File: config.mk
export PLATFORM = sky130hd
export DESIGN_NAME = rate_ctl_fifo
export DESIGN_NICKNAME = d
export VERILOG_FILES = /design/src/rtl/rcf_pkg.sv /design/src/rtl/rcf_storage.sv /design/src/rtl/rcf_pacer.sv /design/src/rtl/rcf_detector.sv /design/src/rtl/rate_ctl_fifo.sv
export SDC_FILE = /design/constraint.sdc
export NUM_CORES = 1
export LEC_CHECK = 0
export ABC_AREA = 0
export BUFFER_PORTS_ARGS = -buffer_cell sky130_fd_sc_hd__buf_2
export CORE_MARGIN = 4
export CORE_UTILIZATION = 60
export DETAILED_ROUTE_END_ITERATION = 7
export HOLD_SLACK_MARGIN = 0.06
export PLACE_DENSITY = 0.81
export SYNTH_ARGS = -nofsm -noshare
export SYNTH_HDL_FRONTEND = slang
export SYNTH_SLANG_ARGS = --single-unit
File: constraint.sdc
create_clock -name clk -period 3.2 [get_ports clk]
set_input_delay 0.48 -clock clk [delete_from_list [all_inputs] [get_ports clk]]
set_output_delay 0.48 -clock clk [all_outputs]
set_load 0.02 [all_outputs]
File: src/rtl/rcf_pkg.sv
package rcf_pkg;

    typedef enum logic [1:0] {
        RATE_X8 = 2'd0,
        RATE_X4 = 2'd1,
        RATE_X2 = 2'd2,
        RATE_X1 = 2'd3
    } rate_state_t;

    // Low cycle-counter bits that must be zero for a read slot.
    function automatic logic [2:0] slot_mask(input rate_state_t s);
        logic [2:0] m;
        unique case (s)
            RATE_X8: m = 3'b111;
            RATE_X4: m = 3'b011;
            RATE_X2: m = 3'b001;
            RATE_X1: m = 3'b000;
        endcase
        return m;
    endfunction

endpackage

File: src/rtl/rcf_storage.sv
module rcf_storage #(
    parameter int unsigned DATA_W = 16,
    parameter int unsigned DEPTH  = 16,
    localparam int unsigned AW    = $clog2(DEPTH),
    localparam int unsigned CW    = AW + 1
) (
    input  logic              clk,
    input  logic              rst_n,
    input  logic              push_req,
    input  logic [DATA_W-1:0] push_data,
    input  logic              pop_req,
    output logic [DATA_W-1:0] pop_data,
    output logic [CW-1:0]     count,
    output logic              full,
    output logic              empty,
    output logic              push_done,
    output logic              pop_done
);

    logic [DATA_W-1:0] mem [DEPTH];
    logic [AW-1:0]     wptr, rptr;

    assign full      = (count == CW'(DEPTH));
    assign empty     = (count == '0);
    assign push_done = push_req && !full;
    assign pop_done  = pop_req && !empty;
    assign pop_data  = mem[rptr];

    always_ff @(posedge clk) begin
        if (push_done) begin
            mem[wptr] <= push_data;
        end
    end

    always_ff @(posedge clk or negedge rst_n) begin
        if (!rst_n) begin
            wptr  <= '0;
            rptr  <= '0;
            count <= '0;
        end else begin
            if (push_done) begin
                wptr <= wptr + 1'b1;
            end
            if (pop_done) begin
                rptr <= rptr + 1'b1;
            end
            unique case ({push_done, pop_done})
                2'b10:   count <= count + 1'b1;
                2'b01:   count <= count - 1'b1;
                default: count <= count;
            endcase
        end
    end

    // occupancy never exceeds the depth
    assert_count_bound_R2: assert property (@(posedge clk) disable iff (!rst_n)
        count <= CW'(DEPTH));

    // an empty buffer with no push stays empty
    assert_no_underflow_R2: assert property (@(posedge clk) disable iff (!rst_n)
        (empty && !push_req) |=> empty);

    // a push while full with no pop leaves the count as it was
    assert_no_overflow_R3: assert property (@(posedge clk) disable iff (!rst_n)
        (full && push_req && !pop_req) |=> (count == $past(count)));

endmodule

File: src/rtl/rcf_pacer.sv
module rcf_pacer
    import rcf_pkg::*;
#(
    parameter int unsigned EPOCH_W = 4
) (
    input  logic        clk,
    input  logic        rst_n,
    input  rate_state_t rate,
    output logic        slot,
    output logic        decide
);

    logic [EPOCH_W-1:0] cyc;

    always_ff @(posedge clk or negedge rst_n) begin
        if (!rst_n) begin
            cyc <= '0;
        end else begin
            cyc <= cyc + 1'b1;
        end
    end

    assign slot   = ((cyc[2:0] & slot_mask(rate)) == 3'b000);
    assign decide = &cyc;

    // decision points are never back to back
    assert_decide_spacing_R5: assert property (@(posedge clk) disable iff (!rst_n)
        decide |=> !decide);

    // at the slowest rate two slots are never adjacent
    assert_slow_slot_gap_R4: assert property (@(posedge clk) disable iff (!rst_n)
        (slot && rate == RATE_X8 && !decide) |=> !slot);

endmodule

File: src/rtl/rcf_detector.sv
module rcf_detector
    import rcf_pkg::*;
#(
    parameter int unsigned CW      = 5,
    parameter int unsigned EPOCH_W = 4,
    parameter int unsigned HI_MARK = 12,
    parameter int unsigned LO_MARK = 4,
    localparam int unsigned TW     = EPOCH_W + 1
) (
    input  logic          clk,
    input  logic          rst_n,
    input  logic          decide,
    input  logic          push_done,
    input  logic          pop_done,
    input  logic [CW-1:0] count,
    output rate_state_t   rate,
    output logic [1:0]    level
);

    rate_state_t   state_q, state_d;
    logic [TW-1:0] wr_tally, rd_tally;
    logic          go_up, go_dn;

    // Tallies of accepted events since the last decision.
    always_ff @(posedge clk or negedge rst_n) begin
        if (!rst_n) begin
            wr_tally <= '0;
            rd_tally <= '0;
        end else if (decide) begin
            wr_tally <= '0;
            rd_tally <= '0;
        end else begin
            wr_tally <= wr_tally + TW'(push_done);
            rd_tally <= rd_tally + TW'(pop_done);
        end
    end

    assign go_up = (count >= CW'(HI_MARK))
                || ((count > CW'(LO_MARK)) && (wr_tally > rd_tally));
    assign go_dn = (count <= CW'(LO_MARK)) && (wr_tally <= rd_tally);

    // State register.
    always_ff @(posedge clk or negedge rst_n) begin
        if (!rst_n) begin
            state_q <= RATE_X8;
        end else begin
            state_q <= state_d;
        end
    end

    // Transitions: STEP_UP, STEP_DOWN, HOLD.
    always_comb begin
        state_d = state_q;
        if (decide) begin
            unique case (state_q)
                RATE_X8: if (go_up) state_d = RATE_X4;
                RATE_X4: if (go_up) state_d = RATE_X2;
                         else if (go_dn) state_d = RATE_X8;
                RATE_X2: if (go_up) state_d = RATE_X1;
                         else if (go_dn) state_d = RATE_X4;
                RATE_X1: if (go_dn) state_d = RATE_X2;
            endcase
        end
    end

    // Outputs.
    always_comb begin
        rate  = state_q;
        level = 2'(state_q);
    end

    // level is held between decision points
    assert_hold_between_R5: assert property (@(posedge clk) disable iff (!rst_n)
        !decide |=> $stable(state_q));

    // a decision moves the level by at most one step
    assert_step_size_R5: assert property (@(posedge clk) disable iff (!rst_n)
        decide |=> ((int'(state_q) - int'($past(state_q))) inside {-1, 0, 1}));

    // tallies restart after each decision
    assert_tally_restart_R10: assert property (@(posedge clk) disable iff (!rst_n)
        decide |=> (wr_tally == '0 && rd_tally == '0));

endmodule

File: src/rtl/rate_ctl_fifo.sv
module rate_ctl_fifo
    import rcf_pkg::*;
#(
    parameter int unsigned DATA_W  = 16,
    parameter int unsigned DEPTH   = 16,
    parameter int unsigned HI_MARK = 12,
    parameter int unsigned LO_MARK = 4,
    parameter int unsigned EPOCH_W = 4
) (
    input  logic              clk,
    input  logic              rst_n,
    input  logic              wr_valid,
    input  logic [DATA_W-1:0] wr_data,
    output logic              rd_valid,
    output logic [DATA_W-1:0] rd_data,
    output logic [1:0]        rate_level,
    output logic              full,
    output logic              empty,
    output logic              err_flag
);

    localparam int unsigned CW = $clog2(DEPTH) + 1;

    logic [DATA_W-1:0] pop_data;
    logic [CW-1:0]     count;
    logic              push_done, pop_done, slot, decide;
    logic              err_event;
    rate_state_t       rate;

    rcf_storage #(.DATA_W(DATA_W), .DEPTH(DEPTH)) storage_i (
        .clk(clk), .rst_n(rst_n),
        .push_req(wr_valid), .push_data(wr_data),
        .pop_req(slot), .pop_data(pop_data),
        .count(count), .full(full), .empty(empty),
        .push_done(push_done), .pop_done(pop_done)
    );

    rcf_pacer #(.EPOCH_W(EPOCH_W)) pacer_i (
        .clk(clk), .rst_n(rst_n), .rate(rate),
        .slot(slot), .decide(decide)
    );

    rcf_detector #(
        .CW(CW), .EPOCH_W(EPOCH_W), .HI_MARK(HI_MARK), .LO_MARK(LO_MARK)
    ) detector_i (
        .clk(clk), .rst_n(rst_n), .decide(decide),
        .push_done(push_done), .pop_done(pop_done), .count(count),
        .rate(rate), .level(rate_level)
    );

    assign err_event = (wr_valid && full) || (slot && empty && rate != RATE_X8);

    always_ff @(posedge clk or negedge rst_n) begin
        if (!rst_n) begin
            rd_valid <= 1'b0;
            rd_data  <= '0;
            err_flag <= 1'b0;
        end else begin
            rd_valid <= pop_done;
            if (pop_done) begin
                rd_data <= pop_data;
            end
            if (err_event) begin
                err_flag <= 1'b1;
            end
        end
    end

    // the error flag never clears without reset
    assert_err_sticky_R9: assert property (@(posedge clk) disable iff (!rst_n)
        err_flag |=> err_flag);

    // delivery only follows a read slot
    assert_delivery_slot_R4: assert property (@(posedge clk) disable iff (!rst_n)
        rd_valid |-> $past(slot));

    // a push offered while full raises the error flag
    assert_drop_flags_R3: assert property (@(posedge clk) disable iff (!rst_n)
        (wr_valid && full) |=> err_flag);

endmodule

# Yosys cells after proc, flatten, opt, wreduce, memory -nomap -nowiden
# Memory sizes are Yosys's and may differ from the RTL's. A register that Yosys moved wholly into a read port is not among the register bits.
# Cells that the tools add are included.
[word_totals]
ram_bits = 256
out_inout_bits = 22
ff_bits = 31
mem_count = 1
inputBits = 19
[classes]
n_eq_ne = 10
reduce_logical = 19
n_bitwise = 1
n_lt_le_gt_ge = 5
n_mux = 13
add_sub_neg = 7
[mem_list]
columns = ["name", "depth", "width", "read_ports", "rd_clocked_by_memory_dff", "write_ports", "line", "source"]
rows = [
  ["storage_i.mem", 16, 16, 1, 1, 1, "rcf_storage.sv:20", "logic [DATA_W-1:0] mem [DEPTH];"],
]
[op_table]
columns = ["cell", "count"]
rows = [
  ["4-bit by 1-bit adder with 4-bit output, second input constant", 3],
  ["2-bit 2-to-1 mux", 6],
  ["3-bit case mux with 4 select lines", 1],
  ["5-bit by 1-bit adder with 5-bit output", 2],
  ["5-bit 2-to-1 mux", 2],
  ["5-bit case mux with 2 select lines", 1],
  ["2-bit case mux with 4 select lines", 1],
  ["8-bit AND reduction", 1],
  ["1-bit logical AND", 7],
  ["2-bit == test, second input constant", 3],
  ["3-bit by 1-bit inequality test with 1-bit output, second input constant", 2],
  ["5-bit by 1-bit adder with 5-bit output, second input constant", 1],
  ["5-bit == test, second input constant", 1],
  ["5-bit by 4-bit greater-or-equal comparator with 1-bit output, second input constant", 1],
  ["5-bit by 3-bit greater-than comparator with 1-bit output, second input constant", 1],
  ["5-bit greater-than comparator", 1],
  ["5-bit by 3-bit less-or-equal comparator with 1-bit output, second input constant", 1],
  ["5-bit less-or-equal comparator", 1],
  ["5-bit logical NOT", 1],
  ["5-bit by 1-bit subtractor with 5-bit output, second input constant", 1],
  ["2-bit by 1-bit == test with 1-bit output, second input constant", 2],
  ["2-bit by 1-bit inequality test with 1-bit output, second input constant", 2],
  ["4-bit AND reduction", 1],
  ["2-bit nonzero test", 2],
  ["other kinds (6)", 10],
]

# Depth between registers and ports, before layout
# Gate-level depths: netlist of the first run.
[depth]
ltp_word = 7
mapped_depth = 15

# Hierarchy
# Synthesis of the first run repeated with hierarchy kept, for this count alone.
[unflattened]
hier_cells = 685
hier_area_um2 = 12538.3
[by_module_without_submodules]
columns = ["mod", "area_per_inst_um2", "instances", "cells_each"]
rows = [
  ["rcf_storage", 10904.2, 1, 555],
  ["rcf_detector", 748.2, 1, 77],
  ["rate_ctl_fifo", 715.7, 1, 39],
  ["rcf_pacer", 170.2, 1, 14],
]

# Worst setup path before layout of the first run
# Ideal clock, no wire load.
[synth_path]
path_kind = "register -> register"
from = "register storage_i.count[2]"
to = "memory storage_i.mem[3][0], enable pin"
arrival_time_ns = 2.599
setup_slack_ns = 0.192
synth_period_minus_slack_ns = 3.008
path_stages_with_launch = 8
path_cell_list = "dfrtp_1 -> clkbuf_1 -> nor2_1 -> and3_1 -> nor2b_1 -> clkbuf_1 -> nand2_1 -> nor3_1"
[synth_via]
elab_chain_cells = 5
[synth_lines]
columns = ["item", "line", "source"]
rows = [
  ["start: declaration", "rcf_storage.sv:13", "output logic [CW-1:0] count,"],
  ["start signal: assignment", "rcf_storage.sv:48", "2'b10: count <= count + 1'b1;"],
  ["start signal: assignment", "rcf_storage.sv:49", "2'b01: count <= count - 1'b1;"],
  ["start signal: assignment", "rcf_storage.sv:50", "default: count <= count;"],
  ["5-bit == test", "rcf_storage.sv:23", "assign full = (count == CW'(DEPTH));"],
  ["via full", "rate_ctl_fifo.sv:17", "output logic full,"],
  ["1-bit logical NOT", "rcf_storage.sv:25", "assign push_done = push_req && !full;"],
  ["1-bit logical AND", "rcf_storage.sv:25", ""],
  ["via detector_i.push_done", "rcf_detector.sv:13", "input logic push_done,"],
  ["1-bit 2-to-1 mux", "rcf_storage.sv:30", "if (push_done) begin"],
  ["1-bit 2-to-1 mux (implied by the code)", "rcf_storage.sv:31", "mem[wptr] <= push_data;"],
  ["end: declaration", "rcf_storage.sv:20", ""],
]
# The timed path passes the listed nets, and every way through them passes these cells.

# Worst setup path in the final report of the first run
[layout_path]
from = "register storage_i.count[2]"
to = "register storage_i.count[3]"
[layout_via]
elab_chain_cells = 5
[layout_lines]
columns = ["item", "line", "source"]
rows = [
  ["5-bit == test or 5-bit logical NOT (tied branches)", "rcf_storage.sv:23, rcf_storage.sv:24", ""],
  ["1-bit logical NOT, on equally long branches", "rcf_storage.sv:25, rcf_storage.sv:26", ""],
  ["1-bit logical AND, on equally long branches", "rcf_storage.sv:25, rcf_storage.sv:26", ""],
  ["2-bit by 1-bit == test with 1-bit output or 2-bit == test (tied branches)", "rcf_storage.sv:47", "unique case ({push_done, pop_done})"],
  ["5-bit case mux with 2 select lines or 2-bit nonzero test (tied branches)", "n/a", ""],
]
# Several ways; a longest one is shown, not always the timed one.
# A chain may end at the register's enable or synchronous reset.

==> flow_summary.ini, run 1 <==
[placed_design]
post-place-cells = 889
dp_hpwl_mm = 14.3
place_ws_ns = 0.474
place.gp.congestion = 0.837
io_buffer_count = 40

[routing]
drt_wl_total_mm = 26.1
drt-initial-drc-count = 626
viasPerCell = 6.41
vias = 6064
drc = 0
drt_pass1_iterations = 5
ant_nets = 0
wl_per_cell_microns = 27.6

[power_and_ir_drop]
p_per_area_nw_per_um2 = 878
power.leakage_nw = 4.90
irDropWorstVdd_uv = 548

[worst_setup_path]
path_max_fanout = 23
cp.arrival_ns = 3.26
worst-setup-path-type = reg2reg
crit_required_ns = 3.67
reg2reg_slack_ns = 0.41
end_kind = flip-flop
start_kind = flip-flop
r2r_cells = 9

[clock_network]
cts_root_buf = clkbuf_16
cts_buffers = 30
cts_max_path_buffers = 3
clk_latency_ns = 0.55
ctsResizeCount = 0
htreeDepth = 1
clk_pin_slew_ns = 0.06
cts.sinks = 303
cts_tree = built

[yosys]
ys_warn_count = 0
netlist_instances = 574
syn_nets = 611
yosysMostFrequentCell = edfxtp_1
async_flop_share = 0.155
ys.flop_type = edfxtp_1
synth_area_leaders = edfxtp_1 (64%), mux4_2 (12%), dfrtp_1 (9.7%), mux4_1 (2.8%), ha_1 (1.9%)
synth_edf_count = 256
synth_top_area_cell = edfxtp_1
syn_area_per_cell_sq_um = 21.1
synth-seq-cells = 303
ys_seq_area_frac = 0.732
syn_area_sq_um = 12100
ys_types = 44
netlist_top_cells_count = edfxtp_1 (256), mux4_2 (67), dfrtp_1 (47), nor2_1 (23), ha_1 (18)
synth_top_cell_area_share = 0.635

[finish]
multi_input_area_sq_um = 3010
nFillCells = 1180
drive_gt1_frac = 0.325
register_area_sq_um = 8870
layoutNonFillerInstCount = 946
nets = 694
insertedDiodeCount = 0
areaGrowthSynthToFinish_pct = 14.7

[grt]
antenna_found_initial = 1
track_usage = 0.245
grt_pass1_wl_mm = 40.5
grt_start_max_net_pins = 67
grt-ovfl-total = 0
grt_pass1_vias = 6427

[sta]
slew_headroom = 0.212
finalSetupViolations = 0
hold_viol = 0
skew_ns = 0.0109
final.setup.worst_slack_ns = 0.408
fin_crit_ns = 2.79
fmax_ghz = 0.358
post-route-period-util = 0.872
finalMaxSlewViolations = 0
fin_tns_setup_ns = 0
worstMarginPinSlew_ns = 1.18
rsz0062_at_grt = false

[floorplanning]
coreArea_sq_um = 19700
rows = 51
dieHeight_microns = 150
initial_utilization = 0.616
ios = 41
die_w_microns = 150
die_area_sq_um = 22500

[status]
outcome = complete, no violations

[worst_hold_path]
holdPathStages = 2
hold_class = in2reg

[job]
drv_cap = 0
[registers in the layout, indices dropped and copies added, names as in the netlist]
signal               cells
detector_i.wr_tally      5
storage_i.wptr           4
err_flag                 1
detector_i.level         2
rd_data                 16
detector_i.rd_tally      5
storage_i.count          5
rd_valid                 1
storage_i.mem          256
pacer_i.cyc              4
storage_i.rptr           4
[logic make-up (layout without fill, tap and decap cells)]
logic type / count (synthesis) / in the layout / synth area share
XOR/XNOR: 21 / 21 / 0.0152
adder cells (fa/ha/maj): 18 / 18 / 0.0186
flip-flops: 303 / 303 / 0.732
multiplexers: 98 / 98 / 0.171
buffers and inverters: 41 / 148 / 0.0214
AO/OA/AOI/OAI: 29 / 29 / 0.0155
AND/OR/NAND/NOR: 64 / 64 / 0.0255
[placed cells by master, fill, tap and decap left out, types with 2 or more instances in the layout]
cell          n
edfxtp_1    256
mux4_2       67
dfrtp_1      45
buf_2        40
buf_4        35
clkbuf_16    31
nor2_1       23
ha_1         18
inv_1        13
mux4_1       13
nand2_1      12
xnor2_1      11
mux2_2       11
xor2_1       10
o21ai_0      10
clkinv_2      8
a21oi_1       7
bufinv_16     7
nor2b_1       6
mux2_4        6
nand3_1       5
nor3_2        4
nand4_1       4
and3_1        3
nand2b_1      3
buf_12        3
a32oi_1       2
clkbuf_1      2
clkinv_1      2
clkinvlp_4    2
clkinv_4      2
[where the power goes]
| group | internal [W] | leakage (nW) | switching [W] |
|---|---|---|---|
| combinational | 0.00158 | 1.48 | 0.00152 |
| clock | 0.00236 | 0.538 | 0.00148 |
| sequential | 0.00483 | 2.88 | 0.000425 |
[final timing paths]
kind	start	end
worst min-delay path	wr_valid	err_flag$_DFFE_PN0P_
worst min register to register	err_flag$_DFFE_PN0P_	err_flag$_DFFE_PN0P_
min in group asynchronous	rst_n	detector_i.rd_tally[3]$_DFF_PN0_
max in group asynchronous	rst_n	rd_valid$_DFF_PN0_
worst max register to register	storage_i.count[2]$_DFFE_PN0P_	storage_i.count[3]$_DFFE_PN0P_
worst max-delay path	storage_i.count[2]$_DFFE_PN0P_	storage_i.count[3]$_DFFE_PN0P_
[layout make-up]
cell class | instances | area share
clock buffers | 34 | 0.0574
clock inverters | 22 | 0.0215
inverters | 13 | 0.00351
multi-input cells | 230 | 0.217
flip-flops and latches | 303 | 0.639
well taps | 265 | 0.0239
repair buffers | 79 | 0.0384
[stage by stage]
step	power (W)	util	hold slack [ns]	instance area, sq um
2_1_floorplan	0.00750	-	0.184	12100
3_3_place_gp	0.00817	0.650	0.454	12800
3_5_place_dp	0.00835	0.650	0.462	12800
4_1_cts	0.0123	0.707	0.174	13900
5_1_grt	0.0127	0.707	0.182	13900
6_report	0.0122	0.707	0.187	13900
[critical path, stage by stage, from the launching register on]
cell,delay (ns)
dfrtp_1,0.51
nor2_1,0.08
and3b_1,0.22
a211oi_4,0.19
buf_4,0.44
ha_1,0.33
xor2_1,0.28
nand2_1,0.14
a31oi_1,0.32
xor2_1,0.19
[per-layer routing]
metal	routed length, microns	share of wire	global-route usage
met5	7	0.00027	0
met4	589	0.023	0.0599
met3	1900	0.073	0.0397
met2	13700	0.52	0.414
met1	9930	0.38	0.343
[timing repair]
action | 4_1_cts | 5_1_grt
buffers inserted | 0 | 0
hold buffers | 1 | 0
endpoints found under the hold margin | 18 | 0
(Power assumes the default switching activity.)
==> run 2: changes to the inputs <==
REMOVE_ABC_BUFFERS = 1   (was not set)
==> flow_summary.ini, run 2 (synthesized netlist as in run 1, its figures left out) <==
[clock_network]
cts_buffers = 28
post-cts-setup-buffers = 0
clk_pin_slew_ns = 0.06
htreeDepth = 1
cts_root_buf = clkbuf_16
cts.sinks = 303
cts_max_path_buffers = 3
cts_tree = built
clk_latency_ns = 0.54
hold_buffers = 0
ctsResizeCount = 0

[grt]
antenna_found_initial = 1
grt_pass1_wl_mm = 40.0
grt-ovfl-total = 0
track_usage = 0.243
grt_pass1_vias = 6357
grt_start_max_net_pins = 48

[worst_setup_path]
rr_startpoint = storage_i.count[1]$_DFFE_PN0P_
r2r-end = storage_i.count[4]$_DFFE_PN0P_
crit_required_ns = 3.66
reg2reg_slack_ns = 0.35
cp.arrival_ns = 3.31
start_kind = flip-flop
path_max_fanout = 10
worst-setup-path-type = reg2reg
end_kind = flip-flop
r2r_cells = 13

[sta]
fmax_ghz = 0.351
skew_ns = 0.0141
post-route-period-util = 0.889
slew_headroom = 0.535
rsz0062_at_grt = false
finalMaxSlewViolations = 0
fin_crit_ns = 2.85
finalSetupViolations = 0
hold_ws_ns = 0.0771
hold_viol = 0
worstMarginPinSlew_ns = 0.698

[finish]
reg.largest.list = storage_i.mem x256, rd_data x16
insertedDiodeCount = 0
drive_gt1_frac = 0.318
layoutNonFillerInstCount = 938
nets = 688
areaGrowthSynthToFinish_pct = 13.6
nFillCells = 1177
regMostFlops = storage_i.mem
largest_reg_flops = 256
layout_common_cells = edfxtp_1 (256), mux4_2 (67), dfrtp_1 (45), buf_2 (40), buf_4 (31)
final_common_cell = edfxtp_1

[floorplanning]
ios = 41
dieHeight_microns = 150
coreArea_sq_um = 19700
rows = 51
die_w_microns = 150
initial_utilization = 0.616
die_area_sq_um = 22500

[routing]
drt_pass1_iterations = 5
ant_nets = 0
drc = 0
vias = 6016
viasPerCell = 6.41
drt_wl_total_mm = 26.0
wl_per_cell_microns = 27.7
drt-initial-drc-count = 688

[placed_design]
place.gp.congestion = 0.788
io_buffer_count = 40
dp_hpwl_mm = 14.5
post-place-cells = 886

[job]
drv_cap = 0

[status]
outcome = complete, no violations

[power_and_ir_drop]
p_per_area_nw_per_um2 = 861
irDropWorstVdd_uv = 556
power.leakage_nw = 4.82
total_power_w = 0.0118

[worst_hold_path]
hold_class = in2async
run 2: worst max path at each step:
stage,endpoint,slack [ns],cells past startpoint,from
after floorplan,rd_data[10]$_DFFE_PN0N_,-0.80,3,storage_i.rptr[0]$_DFFE_PN0N_
after global placement,storage_i.count[4]$_DFFE_PN0P_,0.75,13,storage_i.count[1]$_DFFE_PN0P_
after detailed placement,storage_i.count[4]$_DFFE_PN0P_,0.47,13,storage_i.count[1]$_DFFE_PN0P_
after CTS,storage_i.count[4]$_DFFE_PN0P_,0.37,13,storage_i.count[1]$_DFFE_PN0P_
after global routing,storage_i.count[4]$_DFFE_PN0P_,0.06,13,storage_i.count[1]$_DFFE_PN0P_
final,storage_i.count[4]$_DFFE_PN0P_,0.35,13,storage_i.count[1]$_DFFE_PN0P_
run 2: stage by stage:
stage	worst slack (ns)	utilization	cell area [sq um]	TNS (ns)
CTS	0.367	0.700	13700	0
detailed placement	0.471	0.650	12800	0
finish	0.354	0.700	13700	0
floorplan	-0.797	-	11900	-13.03
global placement	0.754	0.650	12800	0
global route	0.0575	0.700	13700	0
run 2: area by class of cell:
class | instances | area [sq um] | area share
repair buffers | 75 | 513 | 0.0373
clock buffers | 37 | 796 | 0.0579
well taps | 265 | 332 | 0.0241
inverters | 13 | 48.8 | 0.00355
flip-flops and latches | 303 | 8870 | 0.645
multi-input cells | 230 | 3020 | 0.219
clock inverters | 15 | 174 | 0.0127
run 2: per-layer routing:
layer,share of wire,global-route usage,vias up,wire [microns]
met5,0.00054,0,-,14
met4,0.025,0.0737,2,637
met3,0.079,0.0376,53,2050
met2,0.52,0.411,323,13400
met1,0.38,0.335,3158,9860
li1,-,-,2480,-
run 2: worst max-delay path, stage by stage, from the launching register on:
cell     delay [ns]
dfrtp_1        0.45
nor2_1         0.23
and3_1         0.26
nor2b_1        0.07
buf_4          0.17
inv_1          0.09
ha_1           0.35
xor2_1         0.23
ha_1           0.21
inv_1          0.07
nor3b_1        0.17
o21ai_0        0.10
a21oi_1        0.20
xor2_1         0.17
run 2: power by group:
part / internal, W / leakage (nW) / switching [W]
clock network: 0.00207 / 0.480 / 0.00141
logic: 0.00157 / 1.46 / 0.00152
registers: 0.00483 / 2.88 / 0.000431
total: 0.00847 / 4.82 / 0.00336
